$ cat config.mk
export PLATFORM = sky130hd
export DESIGN_NAME = mem_incr_counter
export DESIGN_NICKNAME = d
export VERILOG_FILES = /design/src/rtl/mic_pkg.sv /design/src/rtl/mic_cmd_dec.sv /design/src/rtl/mic_req_engine.sv /design/src/rtl/mic_done_irq.sv /design/src/rtl/mem_incr_counter.sv
export SDC_FILE = /design/constraint.sdc
export NUM_CORES = 1
export LEC_CHECK = 0
export ABC_AREA = 1
export BUFFER_PORTS_ARGS = -buffer_cell sky130_fd_sc_hd__buf_4
export CORE_MARGIN = 2
export CORE_UTILIZATION = 32
export CTS_CLUSTER_SIZE = 25
export DETAILED_ROUTE_END_ITERATION = 7
export PLACE_DENSITY = 0.72
export RECOVER_POWER = 25
export REMOVE_ABC_BUFFERS = 1
export SYNTH_ARGS = -nofsm -noshare
export SYNTH_HDL_FRONTEND = slang
export SYNTH_SLANG_ARGS = --single-unit
$ cat constraint.sdc
create_clock -name clk -period 1.05 [get_ports clk]
set_input_delay 0.2625 -clock clk [delete_from_list [all_inputs] [get_ports clk]]
set_output_delay 0.2625 -clock clk [all_outputs]
set_load 0.1 [all_outputs]
$ cat src/rtl/mic_pkg.sv
package mic_pkg;
   localparam int SUB_W = 2;
   localparam int OP_W  = 3;

   localparam logic [SUB_W-1:0] SUB_CTL  = 2'd0;
   localparam logic [SUB_W-1:0] SUB_DONE = 2'd1;
   localparam logic [SUB_W-1:0] SUB_OVR  = 2'd2;

   localparam int OP_SKIP = 0;
   localparam int OP_CLR  = 1;
   localparam int OP_SET  = 2;

   localparam int STAT_W = 4;

   typedef struct packed {
      logic en_set;
      logic en_clr;
      logic done_clr;
      logic ovr_clr;
      logic skip_en;
      logic skip_done;
      logic skip_ovr;
   } cmd_t;
endpackage

$ cat src/rtl/mic_cmd_dec.sv
module mic_cmd_dec
   import mic_pkg::*;
#(
   parameter int DEV_W    = 6,
   parameter int DEV_CODE = 6'o32
) (
   input  logic                cmd_valid,
   input  logic [DEV_W-1:0]    cmd_dev,
   input  logic [SUB_W-1:0]    cmd_sub,
   input  logic [OP_W-1:0]     cmd_op,
   output cmd_t                cmd
);
   localparam logic [DEV_W-1:0] CODE = DEV_W'(DEV_CODE);

   if (DEV_W < 1 || DEV_W > 16) begin : g_bad_w
      $error("mic_cmd_dec: DEV_W out of range");
   end
   if (DEV_CODE < 0 || DEV_CODE >= (1 << DEV_W)) begin : g_bad_code
      $error("mic_cmd_dec: DEV_CODE does not fit DEV_W");
   end

   logic hit, ctl, dn, ov;

   always_comb begin
      hit = cmd_valid && (cmd_dev == CODE);
      ctl = hit && (cmd_sub == SUB_CTL);
      dn  = hit && (cmd_sub == SUB_DONE);
      ov  = hit && (cmd_sub == SUB_OVR);
      cmd.en_set    = ctl && cmd_op[OP_SET];
      cmd.en_clr    = ctl && cmd_op[OP_CLR];
      cmd.skip_en   = ctl && cmd_op[OP_SKIP];
      cmd.done_clr  = dn  && cmd_op[OP_CLR];
      cmd.skip_done = dn  && cmd_op[OP_SKIP];
      cmd.ovr_clr   = ov  && cmd_op[OP_CLR];
      cmd.skip_ovr  = ov  && cmd_op[OP_SKIP];
   end
endmodule

$ cat src/rtl/mic_req_engine.sv
module mic_req_engine #(
   parameter int ADDR_W      = 15,
   parameter int TARGET_ADDR = 'h0400
) (
   input  logic              clk,
   input  logic              rst_n,
   input  logic              sys_clear,
   input  logic              en_set,
   input  logic              en_clr,
   input  logic              ovr_clr,
   input  logic              tick,
   input  logic              sync_pulse,
   input  logic              chain_en_in,
   input  logic              grant,
   output logic              enable,
   output logic              pending,
   output logic              overrun,
   output logic              chan_req,
   output logic              chain_en_out,
   output logic              incr_mem,
   output logic              grant_hit,
   output logic [ADDR_W-1:0] addr_out
);
   localparam logic [ADDR_W-1:0] TGT = ADDR_W'(TARGET_ADDR);

   if (ADDR_W < 1 || ADDR_W > 30) begin : g_bad_aw
      $error("mic_req_engine: ADDR_W out of range");
   end
   if (TARGET_ADDR < 0 || TARGET_ADDR >= (1 << ADDR_W)) begin : g_bad_tgt
      $error("mic_req_engine: TARGET_ADDR does not fit ADDR_W");
   end

   logic tick_ok, move;

   always_comb begin
      tick_ok   = tick && enable;
      move      = sync_pulse && chain_en_in && pending && !chan_req;
      grant_hit = grant && chan_req;
   end

   always_ff @(posedge clk or negedge rst_n) begin
      if (!rst_n) begin
         enable   <= 1'b0;
         pending  <= 1'b0;
         overrun  <= 1'b0;
         chan_req <= 1'b0;
      end else if (sys_clear) begin
         enable   <= 1'b0;
         pending  <= 1'b0;
         overrun  <= 1'b0;
         chan_req <= 1'b0;
      end else begin
         if (en_set)      enable <= 1'b1;
         else if (en_clr) enable <= 1'b0;

         if (tick_ok)     pending <= 1'b1;
         else if (move)   pending <= 1'b0;

         if (tick_ok && pending && !move) overrun <= 1'b1;
         else if (ovr_clr)                overrun <= 1'b0;

         if (move)           chan_req <= 1'b1;
         else if (grant_hit) chan_req <= 1'b0;
      end
   end

   always_comb begin
      incr_mem     = chan_req;
      chain_en_out = chain_en_in && !chan_req;
      addr_out     = grant_hit ? TGT : '0;
   end

   AST_REQ_AT_SYNC: assert property (@(posedge clk) disable iff (!rst_n)
      $rose(chan_req) |-> $past(sync_pulse && chain_en_in)) else $error("req rise");
   AST_REQ_HOLD: assert property (@(posedge clk) disable iff (!rst_n)
      chan_req && !grant && !sys_clear |=> chan_req) else $error("req hold");
   AST_GRANT_DROP: assert property (@(posedge clk) disable iff (!rst_n)
      chan_req && grant |=> !chan_req) else $error("grant drop");
   AST_TICK_GATED: assert property (@(posedge clk) disable iff (!rst_n)
      $rose(pending) |-> $past(tick && enable)) else $error("tick gate");
endmodule

$ cat src/rtl/mic_done_irq.sv
module mic_done_irq #(
   parameter bit IRQ_LEVEL0 = 1'b1
) (
   input  logic clk,
   input  logic rst_n,
   input  logic sys_clear,
   input  logic grant_hit,
   input  logic sync_pulse,
   input  logic ovf_in,
   input  logic done_clr,
   output logic done,
   output logic irq_level0,
   output logic irq_prog
);
   logic owner;

   always_ff @(posedge clk or negedge rst_n) begin
      if (!rst_n) begin
         owner <= 1'b0;
         done  <= 1'b0;
      end else if (sys_clear) begin
         owner <= 1'b0;
         done  <= 1'b0;
      end else begin
         if (grant_hit)                owner <= 1'b1;
         else if (sync_pulse || ovf_in) owner <= 1'b0;

         if (ovf_in && owner) done <= 1'b1;
         else if (done_clr)   done <= 1'b0;
      end
   end

   if (IRQ_LEVEL0) begin : g_api
      assign irq_level0 = done;
      assign irq_prog   = 1'b0;
   end else begin : g_prog
      assign irq_level0 = 1'b0;
      assign irq_prog   = done;
   end

   AST_DONE_FROM_OVF: assert property (@(posedge clk) disable iff (!rst_n)
      $rose(done) |-> $past(ovf_in)) else $error("done src");
   AST_ONE_IRQ: assert property (@(posedge clk) disable iff (!rst_n)
      !(irq_level0 && irq_prog)) else $error("two irq");
endmodule

$ cat src/rtl/mem_incr_counter.sv
module mem_incr_counter
   import mic_pkg::*;
#(
   parameter int DEV_W       = 6,
   parameter int DEV_CODE    = 6'o32,
   parameter int ADDR_W      = 15,
   parameter int TARGET_ADDR = 'h0400,
   parameter bit IRQ_LEVEL0  = 1'b1
) (
   input  logic              clk,
   input  logic              rst_n,
   input  logic              sys_clear,
   input  logic              cmd_valid,
   input  logic [DEV_W-1:0]  cmd_dev,
   input  logic [1:0]        cmd_sub,
   input  logic [2:0]        cmd_op,
   output logic              skip_out,
   input  logic              tick,
   input  logic              sync_pulse,
   input  logic              chain_en_in,
   output logic              chain_en_out,
   output logic              chan_req,
   output logic              incr_mem,
   input  logic              grant,
   output logic [ADDR_W-1:0] addr_out,
   input  logic              ovf_in,
   output logic              irq_level0,
   output logic              irq_prog,
   output logic [3:0]        status_out
);
   cmd_t cmd;
   logic enable, pending, overrun, done, grant_hit;

   mic_cmd_dec #(.DEV_W(DEV_W), .DEV_CODE(DEV_CODE)) u_dec (
      .cmd_valid (cmd_valid),
      .cmd_dev   (cmd_dev),
      .cmd_sub   (cmd_sub),
      .cmd_op    (cmd_op),
      .cmd       (cmd)
   );

   mic_req_engine #(.ADDR_W(ADDR_W), .TARGET_ADDR(TARGET_ADDR)) u_req (
      .clk          (clk),
      .rst_n        (rst_n),
      .sys_clear    (sys_clear),
      .en_set       (cmd.en_set),
      .en_clr       (cmd.en_clr),
      .ovr_clr      (cmd.ovr_clr),
      .tick         (tick),
      .sync_pulse   (sync_pulse),
      .chain_en_in  (chain_en_in),
      .grant        (grant),
      .enable       (enable),
      .pending      (pending),
      .overrun      (overrun),
      .chan_req     (chan_req),
      .chain_en_out (chain_en_out),
      .incr_mem     (incr_mem),
      .grant_hit    (grant_hit),
      .addr_out     (addr_out)
   );

   mic_done_irq #(.IRQ_LEVEL0(IRQ_LEVEL0)) u_done (
      .clk        (clk),
      .rst_n      (rst_n),
      .sys_clear  (sys_clear),
      .grant_hit  (grant_hit),
      .sync_pulse (sync_pulse),
      .ovf_in     (ovf_in),
      .done_clr   (cmd.done_clr),
      .done       (done),
      .irq_level0 (irq_level0),
      .irq_prog   (irq_prog)
   );

   always_comb begin
      skip_out   = (cmd.skip_en && enable) || (cmd.skip_done && done) ||
                   (cmd.skip_ovr && overrun);
      status_out = {pending, overrun, done, enable};
   end

   AST_CLEAR_ALL: assert property (@(posedge clk) disable iff (!rst_n)
      sys_clear |=> (status_out == 4'd0) && !chan_req) else $error("clear");
endmodule

Yosys cells after proc, flatten, opt, wreduce, memory -nomap -nowiden:

Index checks and enable logic that the tools add are counted.

* register bits: 6
* bits of input ports: 20
* output and inout bits: 25
* logic and storage cells: 63

* equal/unequal tests: 3
* muxes and demuxes: 19
* reduce and logical (&&, ||, !) cells: 35

Operators with widths (number)
* $logic_and A1 B1 Y1: 23
* $mux W1: 18
* $reduce_bool A3 Y1: 6
* $mux W11: 1
* $eq A6 B5 Y1 const B: 1
* $logic_or A1 B1 Y1: 3
* $eq A2 B1 Y1 const B: 1
* $eq A2 B2 Y1 const B: 1
* $logic_not A1 Y1: 2
* $logic_not A2 Y1: 1

Longest topological paths before layout:

* depth after elaboration: 7
* mapped depth: 7
* mapped depth without buffers: 7

By module:

A second synthesis with hierarchy kept.

* cells, all modules: 91
* area, all modules: 583.1 um2

By module, submodules not included
* mic_req_engine: instances 1, cells an instance 43, area each 320.3 um2, seq. area each 100.1 um2
* mic_done_irq: instances 1, cells an instance 15, area each 108.9 um2, seq. area each 50.0 um2
* mic_cmd_dec: instances 1, cells an instance 25, area each 107.6 um2, seq. area each 0.0 um2
* mem_incr_counter: instances 1, cells an instance 8, area each 46.3 um2, seq. area each 0.0 um2

Least setup slack after synthesis:

OpenSTA, ideal clock, no wires.

* kind: register to register
* from: reg u_req.chan_req
* to: reg u_req.overrun
* setup time: 0.122 ns
* arrival time: 2.600 ns
* required time: 0.928 ns
* setup slack: -1.672 ns
* stages on the path, launching flop included: 5
* buffers on the path: 0
* period minus slack after synthesis: 2.722 ns
* cells stage by stage: dfrtp_1 nor2_1 nand2_1 nand4_1 a21oi_1

* cells in the longest elaborated chain, start to end: 6
* elaborated cells on any way between the ends: 7
* those cells by class: mux: 2; reduce/logical: 5

RTL lines
* start: declaration: line mic_req_engine.sv:18 `output logic chan_req,`
* start signal: assignment: line mic_req_engine.sv:46 `chan_req <= 1'b0;`
* start signal: assignment: line mic_req_engine.sv:51 `chan_req <= 1'b0;`
* start signal: assignment: line mic_req_engine.sv:62 `if (move) chan_req <= 1'b1;`
* $logic_not A1 Y1 *: line mic_req_engine.sv:37 `move = sync_pulse && chain_en_in && pending && !chan_req;`
* $logic_and A1 B1 Y1 *: line mic_req_engine.sv:37
* $logic_not A1 Y1 *: line mic_req_engine.sv:59 `if (tick_ok && pending && !move) overrun <= 1'b1;`
* $logic_and A1 B1 Y1 *: line mic_req_engine.sv:59
* $mux W1: line mic_req_engine.sv:59
* $mux W1: line mic_req_engine.sv:47 `end else if (sys_clear) begin`
* end signal: assignment: line mic_req_engine.sv:50 `overrun <= 1'b0;`
* end signal: assignment: line mic_req_engine.sv:59
* end signal: assignment: line mic_req_engine.sv:60 `else if (ovr_clr) overrun <= 1'b0;`
* end: declaration: line mic_req_engine.sv:17 `output logic overrun,`

Mark *: on every way between the ends. The rest lies on a longest branch, timed or not.
A chain may end at the register's enable or synchronous reset.

Worst setup path in the final report:

* from: reg u_req.overrun
* to: out skip_out

* cells in the longest elaborated chain, start to end: 2

RTL lines
* start signal: assignment: line mic_req_engine.sv:45 `overrun <= 1'b0;`
* start signal: assignment: line mic_req_engine.sv:50
* start signal: assignment: line mic_req_engine.sv:59
* $logic_and A1 B1 Y1: line mem_incr_counter.sv:78 `(cmd.skip_ovr && overrun);`
* $logic_or A1 B1 Y1: line mem_incr_counter.sv:77 `skip_out = (cmd.skip_en && enable) || (cmd.skip_done && done) ||`
* end: declaration: line mem_incr_counter.sv:17 `output logic skip_out,`

Every way passes these cells.

==> qor.txt <==
Status -> finished with violations
Failing checks -> negative setup slack
Tmin final -> 1.32 ns
Worst vdd ir -> 546 uV
Global-route wire length before repair -> 2060 microns
Startpoint types -> register
# setup viols final -> 10
Worst setup EP type -> primary output
Worst-Skew Late Latency -> 0.24 ns
Fmax -> 755 MHz
DP Wirelength -> 940 microns
Post-synthesis sequential area ratio -> 29.2%
I/O Pins -> 45
WL final -> 1340 microns
Final clock skew -> 0.00385 ns
CP Cell Sequence -> nand4_1, nand3_1, nand2_1, inv_2, buf_12
Initial antenna violation count -> 0
Post-synth EDFFs -> 0
TritonCTS clock tree -> built
I/O Buffers -> 29
Die Span X -> 44.1 microns
Largest net degree at the start of global routing -> 7
Die area -> 1940 sq um
Core area -> 1510 sq um
Synth cell types -> 11
Top cell type's share of synthesized area -> 30.7%
Fillers -> 139
Setup CP Type -> register to primary output
Pre-CTS setup slack -> -0.385 ns
Largest area contributor in the netlist -> buf_4
FFs w/ async S/R, synth -> 100%
HP Start -> sys_clear
1st-pass router iterations -> 2
Post-route clock period utilization -> 126%
CTS buffer count -> 3
Slowest stage cell on the critical path -> dfrtp_1
Worst setup startpoint -> u_req.overrun
# rows -> 14
Synth area leaders -> buf_4 31%, dfrtp_1 29%, nand4_1 9.7%
Root buffer cell -> clkbuf_4
Top_reg_cell synth -> dfrtp_1
CP required -> 0.79 ns
Met2 usage -> 27.1%
Area delta synth->final -> 80.5%
Grt ovf -> 0
WP data arrival -> 1.06 ns
DR iter-0 viols -> 3
Initial core utilization -> 34.1%
Top cells by count, synth -> 21 x buf_4, 13 x nand2_1, 8 x inv_1, 8 x nand4_1
# nets final -> 130
Hold WC Path Type -> input port to register
Lkg Pwr -> 0.467 nW
Die Y -> 44.1 microns
Final ANT Viol Nets -> 0
Layout cells sized above 1 -> 49.1%
Grt met1 use -> 15.3%
Vias in the first global route -> 534
Met3 usage -> 1.63%
Worst-path fanout max -> 2
Vias/cell -> 4.39
Post-Syn Area -> 514 sq um
Worst R2R Start -> u_req.chan_req
GPL Wtd Cong -> 0.786
Clock slew at reported path FFs -> 0.05 ns
Gr usage total -> 14.3%
Fin. Hold Viols -> 0
Power consumption -> 0.000812 W
DR vias -> 544
Syn avg cell area -> 7.14 sq um
Most Crowded Layer GR -> met2
Synth warn -> 0
Pins Over Slew Limit -> 0
Worst Path Buf+Inv -> 2
Most common cell in the netlist -> buf_4
Sink Count -> 6
Critical path's largest stage delay -> 0.35 ns
DRC Markers -> 0
Mapped Cells -> 72
Unrepaired setup endpoints after global routing -> true
MaxCap Viol Count -> 0
N_diodes -> 0
Max clock buf depth -> 2
Cell Pwr Density -> 875 nW/um^2
Worst setup margin -> -0.275 ns
H-tree levels -> 1
CP delay by family, top -> flip-flops
Flops & latches, synth -> 6
WL/cell -> 10.8 microns
[power breakdown]
part           switching (W)  internal (W)  leakage, nW
registers       0.0000000661      0.000232       0.0822
clock network      0.0000769      0.000129       0.0138
logic               0.000299     0.0000754        0.371
[what timing repair did]
item                                    4_1_cts  5_1_grt
resized for setup                            43        6
buffers inserted                              1        1
pin swaps                                     6        7
hold buffers                                  1        0
endpoints found under the setup margin       10       13
endpoints found under the hold margin         6        0
[cells by family after synthesis]
family	after synthesis	share of synthesized area, %
other	1	0.729
AO/OA/AOI/OAI	6	6.57
flip-flops	6	29.2
AND/OR/NAND/NOR	30	27.0
buffers and inverters	29	36.5
[routing by layer]
| layer | share of wire, % | vias up |
|---|---|---|
| li1 | - | 272 |
| met1 | 36 | 238 |
| met2 | 55 | 34 |
| met3 | 8.3 | 0 |
| met4 | 0 | 0 |
| met5 | 0 | - |
[final timing paths]
| kind | end | slack (ns) | cells after the start |
|---|---|---|---|
| setup / recovery | skip_out | -0.27 | 5 |
| hold / removal | u_req.overrun | 0.22 | 2 |
| setup reg to reg | u_req.overrun | 0.06 | 5 |
| hold reg to reg | u_done.owner | 0.52 | 2 |
| max in group asynchronous | u_req.chan_req | 0.35 | 2 |
| min in group asynchronous | u_req.pending | 0.43 | 2 |
[flip-flops by register name, summed over array words and instances (netlist names)]
signal,cells
u_done.done,1
u_done.owner,1
u_req.enable,1
u_req.pending,1
u_req.overrun,1
u_req.chan_req,1
[cells in the final DEF, fill, tap and decap left out, drive strengths merged]
master       count
nand2           13
dlygate4sd3      1
conb            15
a21oi            5
a32oi            1
inv              8
nand3            1
nand4            8
dfrtp            6
nor2             8
clkbuf           4
buf             38
[final cells by class]
cell class	count	area (sq um)	area share (%)
clock buffer	3	22.5	2.43
timing repair buffer	40	447	48.1
tap	16	20.0	2.16
sequential	6	151	16.3
inverter	8	30.0	3.23
multi-input combinational	51	258	27.8
[stage by stage]
step / hold WS (ns) / cell area [sq um] / utilization [%] / setup TNS, ns / instances
2_1_floorplan: -0.0331 / 409 / - / -16.92 / 65
3_3_place_gp: 0.0732 / 714 / 47.4 / -0.477 / 119
3_5_place_dp: 0.0749 / 714 / 47.4 / -0.520 / 119
4_1_cts: 0.219 / 913 / 60.6 / -1.71 / 124
5_1_grt: 0.211 / 928 / 61.6 / -2.04 / 124
6_report: 0.218 / 928 / 61.6 / -1.63 / 124
(Power assumes the default switching activity.)
